--- src/rtl/ras_pkg.sv ---
package ras_pkg;
   // Operation decoded from {push, pop}
   typedef enum logic [1:0] {
      OP_IDLE = 2'b00,
      OP_POP  = 2'b01,
      OP_PUSH = 2'b10,
      OP_SWAP = 2'b11
   } ras_op_e;

   // Flag indices inside the fault flag block
   localparam int FLG_FULL  = 0;
   localparam int FLG_UNDER = 1;
   localparam int NUM_FLAGS = 2;
endpackage

--- src/rtl/ras_store.sv ---
module ras_store #(
   parameter int DEPTH = 31,
   parameter int AW    = 21,
   parameter int IW    = (DEPTH > 1) ? $clog2(DEPTH) : 1
) (
   input  logic          clk,
   input  logic          por_n,
   input  logic          wr_en,
   input  logic [IW-1:0] wr_idx,
   input  logic [AW-1:0] wr_data,
   input  logic [IW-1:0] rd_idx,
   output logic [AW-1:0] rd_data
);
   logic [DEPTH*AW-1:0] flat;

   for (genvar i = 0; i < DEPTH; i++) begin : g_ent
      logic [AW-1:0] q;
      always_ff @(posedge clk or negedge por_n) begin
         if (!por_n)                          q <= '0;
         else if (wr_en && wr_idx == IW'(i))  q <= wr_data;
      end
      assign flat[i*AW +: AW] = q;
   end

   always_comb begin
      rd_data = '0;
      for (int i = 0; i < DEPTH; i++) begin
         if (rd_idx == IW'(i)) rd_data = flat[i*AW +: AW];
      end
   end
endmodule

--- src/rtl/ras_ptr_ctl.sv ---
module ras_ptr_ctl
   import ras_pkg::*;
#(
   parameter int DEPTH = 31,
   parameter int LW    = $clog2(DEPTH + 1)
) (
   input  logic          clk,
   input  logic          por_n,
   input  logic          push_i,
   input  logic          pop_i,
   input  logic          rst_on_fault_i,
   output logic [LW-1:0] level_o,
   output logic          wr_en_o,
   output logic [LW-1:0] wr_idx_o,
   output logic          full_evt_o,
   output logic          under_evt_o
);
   ras_op_e       op;
   logic [LW-1:0] lvl_q, lvl_d;
   logic          empty, at_cap;

   assign op     = ras_op_e'({push_i, pop_i});
   assign empty  = (lvl_q == '0);
   assign at_cap = (lvl_q == LW'(DEPTH));

   always_comb begin
      lvl_d       = lvl_q;
      wr_en_o     = 1'b0;
      full_evt_o  = 1'b0;
      under_evt_o = 1'b0;
      wr_idx_o    = (op == OP_SWAP) ? lvl_q - LW'(1) : lvl_q;
      unique case (op)
         OP_PUSH: begin
            if (at_cap) full_evt_o = 1'b1;
            else begin
               wr_en_o = 1'b1;
               lvl_d   = lvl_q + LW'(1);
            end
         end
         OP_POP: begin
            if (empty) under_evt_o = 1'b1;
            else       lvl_d = lvl_q - LW'(1);
         end
         OP_SWAP: begin
            if (empty) under_evt_o = 1'b1;
            else       wr_en_o = 1'b1;
         end
         default: ;
      endcase
      if (rst_on_fault_i && (full_evt_o || under_evt_o)) lvl_d = '0;
   end

   always_ff @(posedge clk or negedge por_n) begin
      if (!por_n) lvl_q <= '0;
      else        lvl_q <= lvl_d;
   end

   assign level_o = lvl_q;
endmodule

--- src/rtl/ras_fault_flags.sv ---
module ras_fault_flags
   import ras_pkg::*;
(
   input  logic clk,
   input  logic por_n,
   input  logic full_evt_i,
   input  logic under_evt_i,
   input  logic clr_full_i,
   input  logic clr_under_i,
   input  logic rst_on_fault_i,
   output logic full_o,
   output logic under_o,
   output logic reset_req_o
);
   logic [NUM_FLAGS-1:0] evt, clr, flg;

   assign evt[FLG_FULL]  = full_evt_i;
   assign evt[FLG_UNDER] = under_evt_i;
   assign clr[FLG_FULL]  = clr_full_i;
   assign clr[FLG_UNDER] = clr_under_i;

   // Set has priority over the software clear
   for (genvar f = 0; f < NUM_FLAGS; f++) begin : g_flag
      always_ff @(posedge clk or negedge por_n) begin
         if (!por_n)      flg[f] <= 1'b0;
         else if (evt[f]) flg[f] <= 1'b1;
         else if (clr[f]) flg[f] <= 1'b0;
      end
   end

   always_ff @(posedge clk or negedge por_n) begin
      if (!por_n) reset_req_o <= 1'b0;
      else        reset_req_o <= rst_on_fault_i & (|evt);
   end

   assign full_o  = flg[FLG_FULL];
   assign under_o = flg[FLG_UNDER];
endmodule

--- src/rtl/ras_fault_stack.sv ---
module ras_fault_stack #(
   parameter int DEPTH = 31,
   parameter int AW    = 21,
   localparam int LW   = $clog2(DEPTH + 1),
   localparam int IW   = (DEPTH > 1) ? $clog2(DEPTH) : 1
) (
   input  logic          clk,
   input  logic          por_n,
   input  logic          push_i,
   input  logic          pop_i,
   input  logic [AW-1:0] push_addr_i,
   input  logic          rst_on_fault_i,
   input  logic          clr_full_i,
   input  logic          clr_under_i,
   output logic [AW-1:0] top_addr_o,
   output logic [LW-1:0] level_o,
   output logic          full_flag_o,
   output logic          under_flag_o,
   output logic          reset_req_o
);
   if (DEPTH < 2) begin : g_bad_depth
      $error("ras_fault_stack: DEPTH must be at least 2");
   end
   if (AW < 1) begin : g_bad_aw
      $error("ras_fault_stack: AW must be at least 1");
   end

   logic          wr_en, full_evt, under_evt;
   logic [LW-1:0] wr_idx;
   logic [AW-1:0] rd_data;

   ras_ptr_ctl #(.DEPTH(DEPTH), .LW(LW)) u_ptr (
      .clk            (clk),
      .por_n          (por_n),
      .push_i         (push_i),
      .pop_i          (pop_i),
      .rst_on_fault_i (rst_on_fault_i),
      .level_o        (level_o),
      .wr_en_o        (wr_en),
      .wr_idx_o       (wr_idx),
      .full_evt_o     (full_evt),
      .under_evt_o    (under_evt)
   );

   ras_store #(.DEPTH(DEPTH), .AW(AW), .IW(IW)) u_store (
      .clk     (clk),
      .por_n   (por_n),
      .wr_en   (wr_en),
      .wr_idx  (IW'(wr_idx)),
      .wr_data (push_addr_i),
      .rd_idx  (IW'(level_o - LW'(1))),
      .rd_data (rd_data)
   );

   ras_fault_flags u_flags (
      .clk            (clk),
      .por_n          (por_n),
      .full_evt_i     (full_evt),
      .under_evt_i    (under_evt),
      .clr_full_i     (clr_full_i),
      .clr_under_i    (clr_under_i),
      .rst_on_fault_i (rst_on_fault_i),
      .full_o         (full_flag_o),
      .under_o        (under_flag_o),
      .reset_req_o    (reset_req_o)
   );

   assign top_addr_o = (level_o == '0) ? '0 : rd_data;
endmodule

--- config.mk ---
export PLATFORM = sky130hd
export DESIGN_NAME = ras_fault_stack
export DESIGN_NICKNAME = d
export VERILOG_FILES = /design/src/rtl/ras_pkg.sv /design/src/rtl/ras_store.sv /design/src/rtl/ras_ptr_ctl.sv /design/src/rtl/ras_fault_flags.sv /design/src/rtl/ras_fault_stack.sv
export SDC_FILE = /design/constraint.sdc
export NUM_CORES = 1
export LEC_CHECK = 0
export ABC_CLOCK_PERIOD_IN_PS = 3800
export BUFFER_PORTS_ARGS = -buffer_cell sky130_fd_sc_hd__buf_2
export CORE_MARGIN = 1
export CORE_UTILIZATION = 48
export DETAILED_ROUTE_END_ITERATION = 6
export PLACE_DENSITY_LB_ADDON = 0.15
export SYNTH_ARGS = -nofsm -noshare
export SYNTH_HDL_FRONTEND = slang
export SYNTH_HIERARCHICAL = 1
export SYNTH_SLANG_ARGS = --single-unit
export TNS_END_PERCENT = 100
--- constraint.sdc ---
create_clock -name clk -period 3.8 [get_ports clk]
set_clock_uncertainty 0.15 [all_clocks]
set_input_delay 0 -clock clk [delete_from_list [all_inputs] [get_ports clk]]
set_output_delay 0 -clock clk [all_outputs]
set_load 0.005 [all_outputs]
Word-level counts from Yosys, hierarchy flattened

Cells that the tools add are included.

Bits in registers: 659
Input port bits: 28
Logic and storage cells: 194

$add $sub $neg: 2
Eq/ne operators: 66
Mux-type cells: 48
Bitwise operators: 1
Reductions and logical operators: 42

Operators with widths:

| operator                                                           | count |
|---|---|
| 21-bit 2-to-1 mux                                                  | 32 |
| 5-bit == test, second input constant                               | 31 |
| 5-bit by 4-bit == test with 1-bit output, second input constant    | 16 |
| 5-bit by 3-bit == test with 1-bit output, second input constant    | 8 |
| 1-bit logical AND                                                  | 32 |
| 5-bit by 2-bit == test with 1-bit output, second input constant    | 4 |
| 5-bit 2-to-1 mux                                                   | 4 |
| 5-bit zero test                                                    | 3 |
| 5-bit by 1-bit == test with 1-bit output, second input constant    | 2 |
| 1-bit 2-to-1 mux                                                   | 10 |
| 5-bit case mux with 2 select lines                                 | 1 |
| 3-bit inequality test, second input constant                       | 2 |
| 5-bit by 1-bit adder with 5-bit output, second input constant      | 1 |
| 5-bit by 1-bit subtractor with 5-bit output, second input constant | 1 |
| 2-bit == test, second input constant                               | 2 |
| 2-bit nonzero test                                                 | 2 |
| 2-bit OR reduction                                                 | 2 |
| 3-bit AND reduction                                                | 1 |
| 3-bit nonzero test                                                 | 1 |
| 2-bit by 1-bit == test with 1-bit output, second input constant    | 1 |
| 1-bit case mux with 2 select lines                                 | 1 |
| 1-bit bitwise AND                                                  | 1 |
| 1-bit logical OR                                                   | 1 |

Longest topological paths before layout

Gate-level depths: netlist of run 1.

Depth in word-level cells: 34
Gate-level depth with buffers: 14

Cells and area by module

Netlist of run 1, hierarchy kept.

By module, submodules not included:

| module          | times used | cells each | area each (µm²) | sequential area each (µm²) |
|---|---|---|---|---|
| ras_store       | 1          | 2451       | 30999.7         | 16290.6 |
| ras_ptr_ctl     | 1          | 58         | 535.5           | 125.1 |
| ras_fault_stack | 1          | 34         | 245.2           | 0.0 |
| ras_fault_flags | 1          | 8          | 105.1           | 75.1 |

Worst setup path before layout of run 1

OpenSTA, ideal clock, no wires.

Kind: flip-flop to flip-flop
Start: register u_ptr.lvl_q[0] (netlist: u_ptr/level_o[0])
End: register u_store.g_ent[13].q[0]
Library setup time: 0.125 ns
Data arrival time: 2.677 ns
Required time: 3.525 ns
Setup slack: 0.849 ns
Stages on the path, launching flop included: 10
Period minus slack after synthesis: 2.951 ns
Path through: dfrtp_1 ha_1 and3_2 ha_1 o22ai_1 nand2b_1 nor3b_1 and3_1 buf_2 mux2_2

Longest elaborated chain between the ends: 4
Elaborated cells between the ends (all ways): 9

Ends and longest elaborated chain:

| item                                             | RTL line                             | RTL |
|---|---|---|
| start: declaration                               | ras_ptr_ctl.sv:19                    | `logic [LW-1:0] lvl_q, lvl_d;` |
| start signal: assignment                         | ras_ptr_ctl.sv:55                    | `else lvl_q <= lvl_d;` |
| 5-bit == test or 5-bit zero test (tied branches) | ras_ptr_ctl.sv:24, ras_ptr_ctl.sv:23 |  |
| 1-bit 2-to-1 mux (on tied branches)              | ras_ptr_ctl.sv:34, ras_ptr_ctl.sv:45 |  |
| 1-bit case mux with 2 select lines *             | ras_ptr_ctl.sv:32                    | `unique case (op)` |
| via wr_en                                        | ras_fault_stack.sv:28                | `logic wr_en, full_evt, under_evt;` |
| 1-bit logical AND *                              | ras_store.sv:20                      | `else if (wr_en && wr_idx == IW'(i)) q <= wr_data;` |
| end signal: assignment                           | ras_store.sv:20                      |  |
| end: declaration                                 | ras_store.sv:17                      | `logic [AW-1:0] q;` |

The timed path passes the listed nets; every way through them passes the cells marked *.
A chain may end at the register's enable or synchronous reset.

Worst setup path in the final report of run 1

Start: register u_ptr.lvl_q[0] (netlist: u_ptr/level_o[0])
End: output top_addr_o[7]

Longest elaborated chain between the ends: 34
Elaborated cells between the ends (all ways): 65

Ends and longest elaborated chain:

| item                                          | RTL line              | RTL |
|---|---|---|
| 5-bit by 1-bit subtractor with 5-bit output * | ras_fault_stack.sv:51 | `.rd_idx (IW'(level_o - LW'(1))),` |
| 5-bit zero test                               | ras_store.sv:28       | `if (rd_idx == IW'(i)) rd_data = flat[i*AW +: AW];` |
| 21-bit 2-to-1 mux (30 in a row)               | ras_store.sv:28       |  |
| 21-bit 2-to-1 mux *                           | ras_store.sv:28       |  |
| via rd_data[7]                                | ras_fault_stack.sv:30 | `logic [AW-1:0] rd_data;` |
| 21-bit 2-to-1 mux *                           | ras_fault_stack.sv:68 | `assign top_addr_o = (level_o == '0) ? '0 : rd_data;` |
| end: declaration                              | ras_fault_stack.sv:15 | `output logic [AW-1:0] top_addr_o,` |

Marked as above.

==> summary.md, run 1 <==
| Metric | Value |
|---|---|
| Status | finished, violations left |
| Failing checks | setup timing |
| Fin crit share | 104.0% |
| Peak supply drop | between 400 and 500 µV |
| CTS root buffer | clkbuf_16 |
| Die height | 259.7 µm |
| Post-synth net total | 2,587 |
| Global Route Usage Sum | ~30% |
| GP Congestion | 0.9301 |
| CTS buffer count | 74 |
| Top Ports | 57 |
| Setup_tns | -0.7797 ns |
| Tightest Pin Transition | between 1 and 1.5 ns |
| Core Area | between 60,000 and 70,000 µm² |
| Placed inst area | around 34,000 µm² |
| Synth-to-layout area growth | 21.08% |
| Routed wire per std cell | around 28 µm |
| Mapped Area | between 30,000 and 40,000 µm² |
| Post-synthesis sequential area ratio | around half |
| Yosys reg bits | roughly 660 |
| Number of routed nets with antenna violations | 0 |
| Pre-antenna DRT Iters | 6 |
| Max Cap Viol | 0 |
| Hold Crit Class | in -> async |
| FMAX | roughly 250 MHz |
| Crit-path max FO | 10 |
| RSZ-0062 raised after global routing | yes |
| Row Count | 94 |
| Vias per std cell | 6.267 |
| GRT overflow | 0 |
| Input/output buffers | 56 |
| Clock-pin slew on the worst setup and hold paths | about 0.060 ns |
| WP data arrival | between 3 and 4 ns |
| Initial antenna violation count | 5 |
| Vias | ~23,000 |
| Most frequent cells in the layout | mux2_2 (658), dfrtp_1 (657), buf_4 (160) |
| DRC Markers | 0 |
| Leak pwr | around 18 nW |
| Total Wirelength | roughly 100 mm |
| Proportion of layout cells with a drive suffix above 1 | between 40% and 50% |
| Pin count of the biggest net entering global routing | between 90 and 100 |
| Post-Syn Instances | around 2,600 |
| CTS tree | yes |
| Setup crit end kind | output port |
| CP Launch Type | flop |
| Final core utilization | 58.72% |
| Setup Crit Path Kind | reg -> out |
| Async SR Flop Fraction | 100.0% |
| Finish-stage setup viols | 16 |
| Placed Cells | 3,397 |
| Fill cell count | between 5,000 and 6,000 |
| Number of synthesized flops with an enable pin | 0 |
| Fin area | 38,610 µm² |
| CTS Sinks | between 600 and 700 |
| Flop-to-flop setup slack | around 0.37 ns |
| First-pass GRT wire length | 149.8 mm |
| Max clock buf depth | 3 |
| Worst path setup slack after routing | -0.1526 ns |
| Worst EP required | 3.65 ns |
| Die width | between 200 and 300 µm |
| Non-Filler Instances | about 3,600 |
| Starting Density | 48.50% |
| Pwr dens | about 1000 nW/µm² |
| Rel. slew slack | a little under an eighth |
| H-tree depth | 3 |
| Post-layout min period | between 3 and 4 ns |
| Final Hold Viols | 0 |
| Synth Flop Type | dfrtp_1 |
| Die footprint | between 60,000 and 70,000 µm² |
| Skew-Pair Late Insertion Delay | about 0.60 ns |
| First DRT Iteration DRCs | ~2,100 |
| DP HPWL | 63.73 mm |
| Post-synth cell types | 87 |
| Worst Setup SP | u_ptr/level_o[0] |
| Synth warn | 6 |
| Commonest non-fill, non-tap cell in the layout | mux2_2 |
| Vias in the first global route | between 20,000 and 25,000 |
| Final nets | 2,746 |
| Max-slew violations | 0 |
| Reg-to-reg critical path startpoint | u_ptr/level_o[0] |
| Hold_ws | around 0.012 ns |
| Syn_area_per_cell | roughly 12 µm² |
==> state kept, by name (all words and copies together), names as in the netlist <==
register	count
u_store/g_ent.q	651
u_flags/full_o	1
u_flags/reset_req_o	1
u_flags/under_o	1
u_ptr/level_o	5
==> final cells by class <==
class | count | area (µm²) | share of cell area (%)
antenna | 4 | 10.01 | 0.02593
clock buffer | 117 | 2342 | 6.067
clock inverter | 18 | 296.5 | 0.7681
inverter | 25 | 103.9 | 0.2690
multi-input combinational | 1634 | 15190 | 39.33
sequential | 659 | 16490 | 42.72
tap | 864 | 1081 | 2.800
timing repair buffer | 316 | 3095 | 8.018
==> worst max-delay path, cell delays in order (launching register included) <==
cell and delay (ns):
dfrtp_2 0.40, clkinv_4 0.07, ha_4 0.18, xor2_4 0.18, buf_12 0.15, buf_12 0.13
buf_4 0.16, nand2b_1 0.19, buf_4 0.22, o2bb2ai_1 0.15, a32oi_1 0.17, a31oi_4 0.27
o211ai_1 0.24, a21oi_2 0.38, nor2b_1 0.17, buf_2 0.11
==> metal layers <==
metal / global-route usage [%] / vias to the layer above / share of wire [%]
li1: - / 9717 / -
met1: 39.98 / 11990 / 42
met2: 47.76 / 865 / 48
met3: 4.620 / 225 / 6.0
met4: 12.06 / 0 / 3.9
met5: 0 / - / 0
==> synthesized netlist by cell type, types with 17 or more instances <==
cell type	instances	area (µm²)
dfrtp_1	659	16490
mux2_2	658	7410
clkbuf_1	112	420.4
nand2_1	111	416.7
o21ai_0	111	555.5
a21oi_1	102	510.5
buf_2	83	415.4
nor2_1	72	270.3
o22ai_1	57	356.6
nor2b_1	51	319.1
mux2i_1	47	470.5
a22oi_1	31	232.7
nor3_1	28	140.1
o221ai_1	24	210.2
inv_1	22	82.58
nand3_1	20	100.1
a221oi_1	19	166.4
buf_4	18	135.1
mux4_2	18	405.4
buf_6	17	191.4
o211ai_1	17	127.6
==> worst paths after layout <==
path                                            to  cells after the start
setup reg to reg            u_store/g_ent[14].q[9]                      8
hold reg to reg              u_store/g_ent[1].q[2]                      1
hold / removal              u_store/g_ent[25].q[7]                      3
max in group asynchronous  u_store/g_ent[15].q[10]                      3
setup / recovery                     top_addr_o[7]                     15
min in group clk            u_store/g_ent[23].q[4]                      2
==> through the flow <==
step,total power [W],setup slack [ns]
final,0.03956,-0.1526
after global routing,0.04118,-0.2958
after CTS,0.03817,-0.1381
after detailed placement,0.02790,-0.06947
after global placement,0.02755,-0.1244
after floorplan,0.02093,0.8488
==> where the power goes <==
part,switching [W],internal (W)
clock network,0.00291,0.00477
logic,0.0114,0.00971
registers,0.00131,0.00950
==> what timing repair did <==
| item | in CTS | in global routing |
|---|---|---|
| buffers inserted | 33 | 25 |
| endpoints found under the setup margin | 21 | 21 |
| endpoints found under the hold margin | 1236 | 0 |
| pin swaps | 31 | 69 |
| gates resized for setup | 128 | 131 |
| hold buffers | 34 | 0 |
| cloned | 6 | 6 |
==> cells by family after synthesis <==
kind of cell	synth area share, %
AO/OA/AOI/OAI	10.89
buffers and inverters	4.089
flip-flops	51.72
multiplexers	26.39
XOR/XNOR	0.2747
AND/OR/NAND/NOR	6.330
adder cells (fa/ha/maj)	0.3139
No activity file was read; power rests on OpenSTA's default activity.
==> run 2: changes to the inputs <==
- ABC_CLOCK_PERIOD_IN_PS: 3800 -> 5120
- SETUP_SLACK_MARGIN: unset -> 0.15
- clock period: 3.8 -> 5.12 ns (I/O delays scaled with it)
==> summary.md, run 2 (synthesis results as in run 1) <==
| Metric | Value |
|---|---|
| Setup crit end kind | output port |
| CTS tree | yes |
| Slowest cell on the critical path | a2111oi_2 |
| Setup WS pre-CTS | 0.5638 ns (+0.6332 ns) |
| Flop-to-flop setup slack | 1.35 ns (+0.98 ns) |
| First-pass GRT wire length | 144.9 mm (-3.3%) |
| Max reg flops | 651 (unchanged) |
| Fill cell count | 5,429 (+2.5%) |
| Setup_tns | 0 ns (+0.7797 ns) |
| Synth-to-layout area growth | 13.12% |
| Most frequent cells in the layout | dfrtp_1 (659), mux2_2 (658), nand2_1 (111), o21ai_0 (111), buf_4 (103) |
| Reg-to-reg critical path startpoint | u_ptr/level_o[0] |
| Skew-Pair Late Insertion Delay | 0.61 ns (about the same) |
| Vias | 21,960 (-3.7%) |
| Number of routed nets with antenna violations | 0 (unchanged) |
| Final Hold Viols | 2 (+2) |
| Finish-stage setup viols | 0 (-16) |
| H-tree depth | 3 (unchanged) |
| Delay-heaviest family, CP | buffers and inverters |
| CTS buffer count | 74 (unchanged) |
| Pre-antenna DRT Iters | 6 (unchanged) |
| Input/output buffers | 56 (unchanged) |
| Die width | 259.7 µm (unchanged) |
| Pwr dens | 718.4 nW/µm² (-30%) |
| Die footprint | 67,460 µm² (unchanged) |
| Failing checks | hold timing |
| Vias per std cell | 6.238 (-0.47%) |
| Fin crit share | ~93% |
| Hold_ws | -0.001447 ns (-0.01360 ns) |
| Top Ports | 57 (unchanged) |
| Global Route Usage Sum | 28.64% (-0.99 points) |
| Starting Density | 48.50% (unchanged) |
| Final nets | 2,634 (-4.1%) |
| Worst path buffer plus inverter count | 6 (unchanged) |
| Commonest non-fill, non-tap cell in the layout | dfrtp_1 |
| Post-layout min period | between 4 and 5 ns |
| Total Wirelength | 95.17 mm (-5.6%) |
| Routed wire per std cell | 27.04 µm (-2.5%) |
| CP cell instances | inv_6, buf_12, buf_4, inv_2, buf_4, nand3_1, a221oi_1, a211oi_1, a2111oi_2, nor2_1, nor2b_1, buf_2 |
| CTS Sinks | 659 (unchanged) |
| Largest Register | u_store/g_ent.q |
| DP HPWL | 61.70 mm (-3.2%) |
| WP data arrival | 4.64 ns (+0.84 ns) |
| Proportion of layout cells with a drive suffix above 1 | 39.10% (-7.5 points) |
| FF-to-FF path depth | 9 (+1) |
| Leak pwr | 16.77 nW (-6.3%) |
| DRC Markers | 0 (unchanged) |
| Reg2reg end | u_store/g_ent[9].q[2] |
| Worst path setup slack after routing | 0.3348 ns (+0.4874 ns) |
| Worst EP required | 4.97 ns (+1.32 ns) |
| Register area | 16,490 µm² (about the same) |
| Initial antenna violation count | 6 (+1) |
| RSZ-0062 raised after global routing | yes |
| Pin count of the biggest net entering global routing | 163 (+79%) |
| Max-slew violations | 0 (unchanged) |
| CP Launch Type | flop |
| Max clock buf depth | 3 (unchanged) |
| Status | finished, violations left |
| Tightest Pin Transition | 0.9621 ns (-0.3582 ns) |
| Core Area | 65,750 µm² (unchanged) |
| Vias in the first global route | 22,220 (-4.0%) |
| Max Cap Viol | 0 (unchanged) |
| Area of the multi-input gates | 14,250 µm² (-6.1%) |
| GRT overflow | 0 (unchanged) |
| GP Congestion | 0.9105 (-2.1%) |
| Post-layout power | 0.02591 W (-35%) |
| Peak supply drop | 363.0 µV (-19%) |
| Die height | 259.7 µm (unchanged) |
| CTS root buffer | clkbuf_16 |
| Setup Crit Path Kind | reg -> out |
| Rel. slew slack | 35.81% (+24 points) |
| First DRT Iteration DRCs | 1,889 (-8.3%) |
| CP Depth | 12 (-3) |
| CP most frequent cell | buf_4 |
| Largest stage delay on the critical path | 0.65 ns (+0.25 ns) |
| Crit-path max FO | 97 (+87) |
| FMAX | 209.0 MHz |
| Row Count | 94 (unchanged) |
| Clock-pin slew on the worst setup and hold paths | 0.06 ns (about the same) |
| Hold Crit Class | in -> async |
## run 2: changes by cell type in the layout (fill, tap and decap cells not counted), moves of 15 or more
cell | previous run | this run
o22ai_2 | 15 | 0
a221oi_1 | 4 | 19
buf_6 | 20 | 0
buf_4 | 160 | 103
a21oi_1 | 83 | 100
buf_12 | 33 | 11
nand2_1 | 95 | 111
o22ai_1 | 41 | 57
o21ai_0 | 91 | 111
a21oi_2 | 18 | 2
o21ai_2 | 17 | 0
## run 2: layout make-up
class	count	share of cell area (%)
sequential	659	45.72
multi-input combinational	1634	39.52
clock buffer	104	6.046
timing repair buffer	204	4.551
tap	864	2.997
clock inverter	29	0.8811
inverter	25	0.2810
antenna	1	0.006938
## run 2: worst max path at each step
stage	start	end	slack, ns
4_1_cts	u_ptr/level_o[0]	top_addr_o[3]	0.17
2_1_floorplan	u_ptr/level_o[0]	u_store/g_ent[13].q[0]	2.17
3_3_place_gp	u_ptr/level_o[0]	top_addr_o[3]	0.59
5_1_grt	u_ptr/level_o[0]	top_addr_o[4]	0.15
6_report	u_ptr/level_o[0]	top_addr_o[0]	0.33
3_5_place_dp	u_ptr/level_o[0]	top_addr_o[3]	0.56
## run 2: where the power goes
group | switching (W) | internal, W
registers | 0.000956 | 0.00704
clock network | 0.00217 | 0.00328
logic | 0.00725 | 0.00521
## run 2: through the flow
step / util (%) / cell area (µm²) / cells
detailed placement: 50.26 / 33040 / 3341
finish: 54.86 / 36070 / 3520
CTS: 54.68 / 35950 / 3510
global route: 54.86 / 36070 / 3520
global placement: 50.26 / 33040 / 3341
floorplan: - / 31890 / 2551
## run 2: what timing repair did
action                     CTS  global route
setup endpoints to repair    6             8
buffers inserted             1             9
hold buffers                34             0
hold endpoints to repair   657             0
resized for setup            4             4
pin swaps                    0             1
cloned                       1             0
## run 2: worst register-to-register path: stages (launching register included)
cell      delay [ns]
dfrtp_1         0.52
ha_1            0.28
and3_2          0.21
ha_1            0.22
o22ai_1         0.39
nand2b_1        0.23
nor3b_1         0.49
nand2_1         0.46
buf_4           0.38
mux2_2          0.32
## run 2: metal layers
metal / vias up / wire [µm] / GRT usage (%)
li1: 9497 / - / -
met1: 11590 / 42120 / 40.15
met2: 710 / 44990 / 45.81
met3: 165 / 5317 / 4.376
met4: 0 / 2729 / 8.758
met5: - / 0 / 0
